`src/rtl/key_hop_pkg.sv`:
```
package key_hop_pkg;
  localparam int unsigned DEF_DATA_W = 256;
  localparam int unsigned DEF_IV_W   = 64;
  localparam int unsigned DEF_N_USER = 3;
  localparam int unsigned DEF_THR    = 128;

  typedef enum logic [1:0] {
    HOP_KEEP = 2'd0,
    HOP_NEXT = 2'd1,
    HOP_PREV = 2'd2
  } hop_e;
endpackage

```
`src/rtl/khc_key_bank.sv`:
```
module khc_key_bank #(
  parameter int unsigned KEY_W  = 192,
  parameter int unsigned N_USER = 3,
  localparam int unsigned SEL_W = $clog2(N_USER + 1),
  localparam int unsigned IDX_W = $clog2(N_USER)
) (
  input  logic             clk_i,
  input  logic             rst_ni,
  input  logic             wr_i,
  input  logic [SEL_W-1:0] wr_sel_i,
  input  logic [KEY_W-1:0] wr_data_i,
  input  logic [IDX_W-1:0] rd_idx_i,
  input  logic             rd_auth_i,
  output logic [KEY_W-1:0] rd_key_o
);
  logic [KEY_W-1:0] user_q [N_USER];
  logic [KEY_W-1:0] auth_q;

  for (genvar k = 0; k < N_USER; k++) begin : g_user
    always_ff @(posedge clk_i or negedge rst_ni) begin
      if (!rst_ni)                                  user_q[k] <= '0;
      else if (wr_i && wr_sel_i == SEL_W'(k))       user_q[k] <= wr_data_i;
    end
  end

  always_ff @(posedge clk_i or negedge rst_ni) begin
    if (!rst_ni)                                  auth_q <= '0;
    else if (wr_i && wr_sel_i == SEL_W'(N_USER))  auth_q <= wr_data_i;
  end

  always_comb begin
    rd_key_o = '0;
    if (rd_auth_i) rd_key_o = auth_q;
    else begin
      for (int k = 0; k < N_USER; k++)
        if (rd_idx_i == IDX_W'(k)) rd_key_o = user_q[k];
    end
  end
endmodule

```
`src/rtl/khc_popcount.sv`:
```
module khc_popcount #(
  parameter int unsigned DATA_W = 256,
  parameter int unsigned GRP    = 16,
  localparam int unsigned N_GRP = (DATA_W + GRP - 1) / GRP,
  localparam int unsigned PW    = $clog2(GRP + 1),
  localparam int unsigned CNT_W = $clog2(DATA_W + 1)
) (
  input  logic [DATA_W-1:0] vec_i,
  output logic [CNT_W-1:0]  cnt_o
);
  logic [PW-1:0] part [N_GRP];

  for (genvar g = 0; g < N_GRP; g++) begin : g_grp
    always_comb begin
      part[g] = '0;
      for (int b = 0; b < GRP; b++)
        if (g * GRP + b < DATA_W)
          part[g] = part[g] + PW'(vec_i[g*GRP+b]);
    end
  end

  always_comb begin
    cnt_o = '0;
    for (int g = 0; g < N_GRP; g++)
      cnt_o = cnt_o + CNT_W'(part[g]);
  end
endmodule

```
`src/rtl/khc_hop_ctrl.sv`:
```
module khc_hop_ctrl
  import key_hop_pkg::*;
#(
  parameter int unsigned DATA_W  = 256,
  parameter int unsigned IV_W    = 64,
  parameter int unsigned N_USER  = 3,
  parameter int unsigned THR_RST = 128,
  localparam int unsigned IDX_W  = $clog2(N_USER),
  localparam int unsigned CNT_W  = $clog2(DATA_W + 1)
) (
  input  logic             clk_i,
  input  logic             rst_ni,
  input  logic             sess_start_i,
  input  logic [IV_W-1:0]  iv_seed_i,
  input  logic             accept_i,
  input  logic [CNT_W-1:0] weight_i,
  input  logic             thr_wr_i,
  input  logic [CNT_W-1:0] thr_data_i,
  output logic [IDX_W-1:0] cur_idx_o,
  output logic [IV_W-1:0]  cur_iv_o
);
  localparam logic [IDX_W-1:0] LAST = IDX_W'(N_USER - 1);

  logic [IDX_W-1:0] idx_q, idx_d;
  logic [IV_W-1:0]  iv_q;
  logic [CNT_W-1:0] thr_q;
  hop_e             hop;

  assign cur_idx_o = sess_start_i ? '0 : idx_q;
  assign cur_iv_o  = sess_start_i ? iv_seed_i : iv_q;

  always_comb begin
    if (weight_i > thr_q)      hop = HOP_NEXT;
    else if (weight_i < thr_q) hop = HOP_PREV;
    else                       hop = HOP_KEEP;
  end

  always_comb begin
    unique case (hop)
      HOP_NEXT: idx_d = (cur_idx_o == LAST) ? '0 : cur_idx_o + 1'b1;
      HOP_PREV: idx_d = (cur_idx_o == '0) ? LAST : cur_idx_o - 1'b1;
      default:  idx_d = cur_idx_o;
    endcase
  end

  always_ff @(posedge clk_i or negedge rst_ni) begin
    if (!rst_ni) begin
      idx_q <= '0;
      iv_q  <= '0;
    end else if (accept_i) begin
      idx_q <= idx_d;
      iv_q  <= cur_iv_o + 1'b1;
    end else if (sess_start_i) begin
      idx_q <= '0;
      iv_q  <= iv_seed_i;
    end
  end

  always_ff @(posedge clk_i or negedge rst_ni) begin
    if (!rst_ni)       thr_q <= CNT_W'(THR_RST);
    else if (thr_wr_i) thr_q <= thr_data_i;
  end
endmodule

```
`src/rtl/key_hop_cipher.sv`:
```
module key_hop_cipher
  import key_hop_pkg::*;
#(
  parameter int unsigned DATA_W  = DEF_DATA_W,
  parameter int unsigned IV_W    = DEF_IV_W,
  parameter int unsigned N_USER  = DEF_N_USER,
  parameter int unsigned THR_RST = DEF_THR,
  localparam int unsigned KEY_W  = DATA_W - IV_W,
  localparam int unsigned SEL_W  = $clog2(N_USER + 1),
  localparam int unsigned IDX_W  = $clog2(N_USER),
  localparam int unsigned CNT_W  = $clog2(DATA_W + 1)
) (
  input  logic              clk_i,
  input  logic              rst_ni,
  input  logic              sess_start_i,
  input  logic [IV_W-1:0]   iv_seed_i,
  input  logic              key_wr_i,
  input  logic [SEL_W-1:0]  key_sel_i,
  input  logic [KEY_W-1:0]  key_data_i,
  input  logic              thr_wr_i,
  input  logic [CNT_W-1:0]  thr_data_i,
  input  logic              in_valid_i,
  input  logic              decrypt_i,
  input  logic              auth_i,
  input  logic [DATA_W-1:0] data_i,
  output logic              out_valid_o,
  output logic [DATA_W-1:0] data_o,
  output logic [DATA_W-1:0] wkey_o
);
  logic [IDX_W-1:0]  cur_idx;
  logic [IV_W-1:0]   cur_iv;
  logic [KEY_W-1:0]  sel_key;
  logic [DATA_W-1:0] wkey, xored, cipher;
  logic [CNT_W-1:0]  weight;
  logic              accept, thr_wr_ok;

  assign accept    = in_valid_i && !auth_i;
  assign thr_wr_ok = thr_wr_i && !in_valid_i && !out_valid_o;

  khc_key_bank #(.KEY_W(KEY_W), .N_USER(N_USER)) u_bank (
    .clk_i     (clk_i),
    .rst_ni    (rst_ni),
    .wr_i      (key_wr_i),
    .wr_sel_i  (key_sel_i),
    .wr_data_i (key_data_i),
    .rd_idx_i  (cur_idx),
    .rd_auth_i (auth_i),
    .rd_key_o  (sel_key)
  );

  assign wkey   = {cur_iv, sel_key};
  assign xored  = data_i ^ wkey;
  assign cipher = decrypt_i ? data_i : xored;

  khc_popcount #(.DATA_W(DATA_W)) u_pop (
    .vec_i (cipher),
    .cnt_o (weight)
  );

  khc_hop_ctrl #(
    .DATA_W(DATA_W), .IV_W(IV_W), .N_USER(N_USER), .THR_RST(THR_RST)
  ) u_ctrl (
    .clk_i        (clk_i),
    .rst_ni       (rst_ni),
    .sess_start_i (sess_start_i),
    .iv_seed_i    (iv_seed_i),
    .accept_i     (accept),
    .weight_i     (weight),
    .thr_wr_i     (thr_wr_ok),
    .thr_data_i   (thr_data_i),
    .cur_idx_o    (cur_idx),
    .cur_iv_o     (cur_iv)
  );

  always_ff @(posedge clk_i or negedge rst_ni) begin
    if (!rst_ni) begin
      out_valid_o <= 1'b0;
      data_o      <= '0;
      wkey_o      <= '0;
    end else begin
      out_valid_o <= in_valid_i;
      if (in_valid_i) begin
        data_o <= xored;
        wkey_o <= wkey;
      end
    end
  end
endmodule

```
`config.mk`:
```
export PLATFORM = sky130hd
export DESIGN_NAME = key_hop_cipher
export DESIGN_NICKNAME = d
export VERILOG_FILES = /design/src/rtl/key_hop_pkg.sv /design/src/rtl/khc_key_bank.sv /design/src/rtl/khc_popcount.sv /design/src/rtl/khc_hop_ctrl.sv /design/src/rtl/key_hop_cipher.sv
export SDC_FILE = /design/constraint.sdc
export NUM_CORES = 2
export LEC_CHECK = 0
export BUFFER_PORTS_ARGS = -buffer_cell sky130_fd_sc_hd__buf_2
export CAP_MARGIN = 20
export CORE_AREA = 4 4 408 410
export DETAILED_ROUTE_END_ITERATION = 10
export DIE_AREA = 0 0 412 414
export HOLD_SLACK_MARGIN = 0.08
export PLACE_DENSITY = 0.66
export SLEW_MARGIN = 20
export SYNTH_ARGS = -nofsm -noshare
export SYNTH_HDL_FRONTEND = slang
export SYNTH_SLANG_ARGS = --single-unit
```
`constraint.sdc`:
```
create_clock -name clk_i -period 11.66 [get_ports clk_i]
set_clock_uncertainty 0.15 [all_clocks]
set_input_delay 2.332 -clock clk_i [delete_from_list [all_inputs] [get_ports clk_i]]
set_output_delay 2.332 -clock clk_i [all_outputs]
set_load 0.005 [all_outputs]
```
==> impl_metrics.ini <==
[run_status]
status = complete, but fails checks
violations = setup timing

[global_routing]
grt.overflow.total = 0
grt_max_degree = 190
grt_pass1_wl_mm = 347.9
antenna_found_initial = 119
grt_pass1_vias = 54349
grt_usage_pct = 26.92

[logic_synthesis]
yosysTopAreaCellShare_pct = 48.05
netlist_area_mm2 = 0.07057
yosysWarnings = 0
synth_top_area_cell = dfrtp_1
syn_nets = 6852
synth.ff_latch_count = 1356
synth_edf_count = 0
syn_avg_cell_area_um2 = 11.80
ys.flop_type = dfrtp_1
syn_inst = 5981
async_flop_share_pct = 100.0
yosysSeqAreaShare_pct = 48.09
synth_area_leaders = dfrtp_1 48%, mux2_2 16%, fa_1 6.3%
ys_types = 60

[critical_path]
r2r_end = u_ctrl.idx_q[1]
cp_common_cell = fa_1
slowest_delay_ns = 0.65
crit_arrival_ns = 13.52
path_max_fanout = 19
end_kind = flop
r2r_cells = 43
required_ns = 12.24
r2r_slack_ns = -0.02
crit_path_start_kind = input pin
worst-setup-path-type = in2reg
crit_slowest_cell = fa_2
timing.rr.start = u_ctrl.idx_q[0]

[drt]
drt_iter0_drc = 3474
dr_total_vias = 52334
avgRoutedWirePerCell_um = 23.82
drtPass1Iterations = 7
drc = 0
ant_nets = 0
wl_mm = 234.9
via_per_inst = 5.306

[die]
die-width_um = 412
fp.dieH_um = 414
core_mm2 = 0.1624
die_area_mm2 = 0.1706
start_util_pct = 43.45
pin_count = 1044
rows = 148

[cells_and_area]
seq_area_mm2 = 0.03393
multi_input_area_mm2 = 0.03487
drive_above_1_share_pct = 40.76
fillers = 14086
final_area_mm2 = 0.08870
areaGrowthSynthToFinish_pct = 25.69
final_nets = 8379

[place]
gp_routability_congestion = 0.8937
port_buffers = 1043
placed_cell_area_mm2 = 0.08267
dp.final_hpwl_mm = 178.0
place_ws_ns = -2.376

[clocking]
root_buffer = clkbuf_16
clkTransAtPathRegs_ns = 0.05
htreeDepth = 4
numClockSinks = 1356
cts_buffers = 153
tritoncts = yes
cts_max_path_buffers = 3
insertion_delay_ns = 0.81

[timing]
fin_setup_tns_ns = -2.458
rsz0062_at_grt = yes
fin_crit_sh_pct = 111.0
setup_viol = 2
postLayoutSetupSlackWorst_ns = -1.284
tightest_slew_ns = 1.088
relSlewSlack_pct = 27.48
fin_crit_ns = 12.94
slew_violations = 0
hold_viol_final = 0
max_clock_freq_mhz = 77.26

[hold_path]
hp-class = reg2reg
min_from = u_bank.user_q[511]
hold_end = u_bank.user_q[511]
min_path_cells = 1

[flow_run]
max_cap_violations = 0
==> per-layer routing <==
metal  up-vias  track usage, %  wire (µm)  part of all wire (%)
met5         -               0        474                  0.20
met4        72           9.742       8506                   3.6
li1      23634               -          -                     -
met3       443           6.870      16690                   7.1
met1     26640           33.70      94180                    40
met2      1545           45.05     115100                    49
==> worst max-delay path, delay by kind of cell <==
| family | cells | cell delay (ns) |
|---|---|---|
| buf+inv | 8 | 0.86 |
| xor+xnor | 3 | 0.46 |
| fa+ha+maj | 17 | 7.55 |
| compound gates | 6 | 1.21 |
| simple gates | 8 | 1.11 |
==> what timing repair did <==
item / in CTS / in global routing
endpoints found under the setup margin: 2 / 2
hold endpoints to repair: 0 / 0
gates cloned: 2 / 2
setup buffers: 9 / 11
hold buffers: 0 / 0
pin swaps: 7 / 23
resized for setup: 26 / 58
==> registers in the layout (all words and copies together) (netlist names) <==
name	count
u_ctrl.idx_q	2
u_ctrl.iv_q	64
u_bank.auth_q	192
wkey_o	256
u_ctrl.thr_q	9
data_o	256
out_valid_o	1
u_bank.user_q	576
==> area by class of cell <==
type | instances | share of cell area (%)
multi-input cells | 4039 | 39.31
clock buffers | 221 | 5.105
diodes | 61 | 0.1721
inverters | 225 | 0.9578
repair buffers | 1733 | 12.44
clock inverters | 53 | 0.6884
well taps | 2175 | 3.068
flip-flops and latches | 1356 | 38.26
==> worst max path at each step <==
| stage | from | endpoint | cells past startpoint |
|---|---|---|---|
| 6_report | sess_start_i | u_ctrl.idx_q[1] | 42 |
| 5_1_grt | sess_start_i | u_ctrl.idx_q[1] | 43 |
| 4_1_cts | sess_start_i | u_ctrl.idx_q[1] | 46 |
| 3_5_place_dp | sess_start_i | u_ctrl.idx_q[1] | 41 |
| 3_3_place_gp | sess_start_i | u_ctrl.idx_q[1] | 41 |
| 2_1_floorplan | sess_start_i | u_ctrl.idx_q[1] | 55 |
==> cell usage after synthesis, types with 5 or more instances <==
library cell / count
nand4_1: 8
nand3_1: 36
buf_1: 29
nor2b_1: 356
a21o_1: 24
mux2i_1: 64
mux2_2: 1025
clkbuf_1: 321
nand2b_1: 6
nor2_1: 532
buf_2: 6
nor3_1: 204
inv_1: 225
fa_1: 223
a22oi_1: 5
xor2_1: 191
a211oi_1: 5
o21ai_0: 18
dfrtp_1: 1355
o21a_1: 9
nand3b_1: 26
xnor2_1: 425
ha_1: 117
a21oi_1: 481
a221oi_1: 192
nand2_1: 40
==> cell families after synthesis <==
logic type               share of synthesized area (%)
buffers and inverters                            3.200
adder cells (fa/ha/maj)                          8.400
AND/OR/NAND/NOR                                  8.734
XOR/XNOR                                         7.645
flip-flops                                       48.09
AO/OA/AOI/OAI                                    6.652
multiplexers                                     17.28
==> cell usage in the layout (no fill, tap or decap), types with 9 or more instances in the layout <==
master,synthesis,routed
buf_4,1,640
clkbuf_16,0,158
fa_2,0,25
a221oi_1,192,173
clkbuf_1,321,27
inv_1,225,220
mux2_2,1025,1025
nand3_1,36,35
xnor2_1,425,417
o21ai_0,18,18
xor2_1,191,189
dfrtp_1,1355,1355
nand2_1,40,40
nor3_1,204,203
nor2b_1,356,351
buf_12,2,31
bufinv_16,0,10
nor2_1,532,532
ha_1,117,110
a21oi_2,0,12
buf_6,2,12
fa_1,223,198
o21a_1,9,9
diode_2,0,61
buf_2,6,1038
nand3b_1,26,26
mux2i_1,64,64
a21oi_1,481,467
a221oi_2,1,19
clkbuf_8,0,38
clkinv_2,0,22
a21o_1,24,24
==> stage by stage <==
| stage | utilization (%) | hold slack (ns) | cells |
|---|---|---|---|
| floorplan | - | 0.3227 | 5981 |
| global placement | 50.91 | 0.3306 | 9503 |
| detailed placement | 50.91 | 0.3368 | 9503 |
| CTS | 54.25 | 0.3489 | 9788 |
| global route | 54.57 | 0.3574 | 9835 |
| finish | 54.62 | 0.3460 | 9863 |
Power is left out: the tool's default activity adds up to more than one toggle a clock period on the data nets, which glitch-free logic cannot reach.
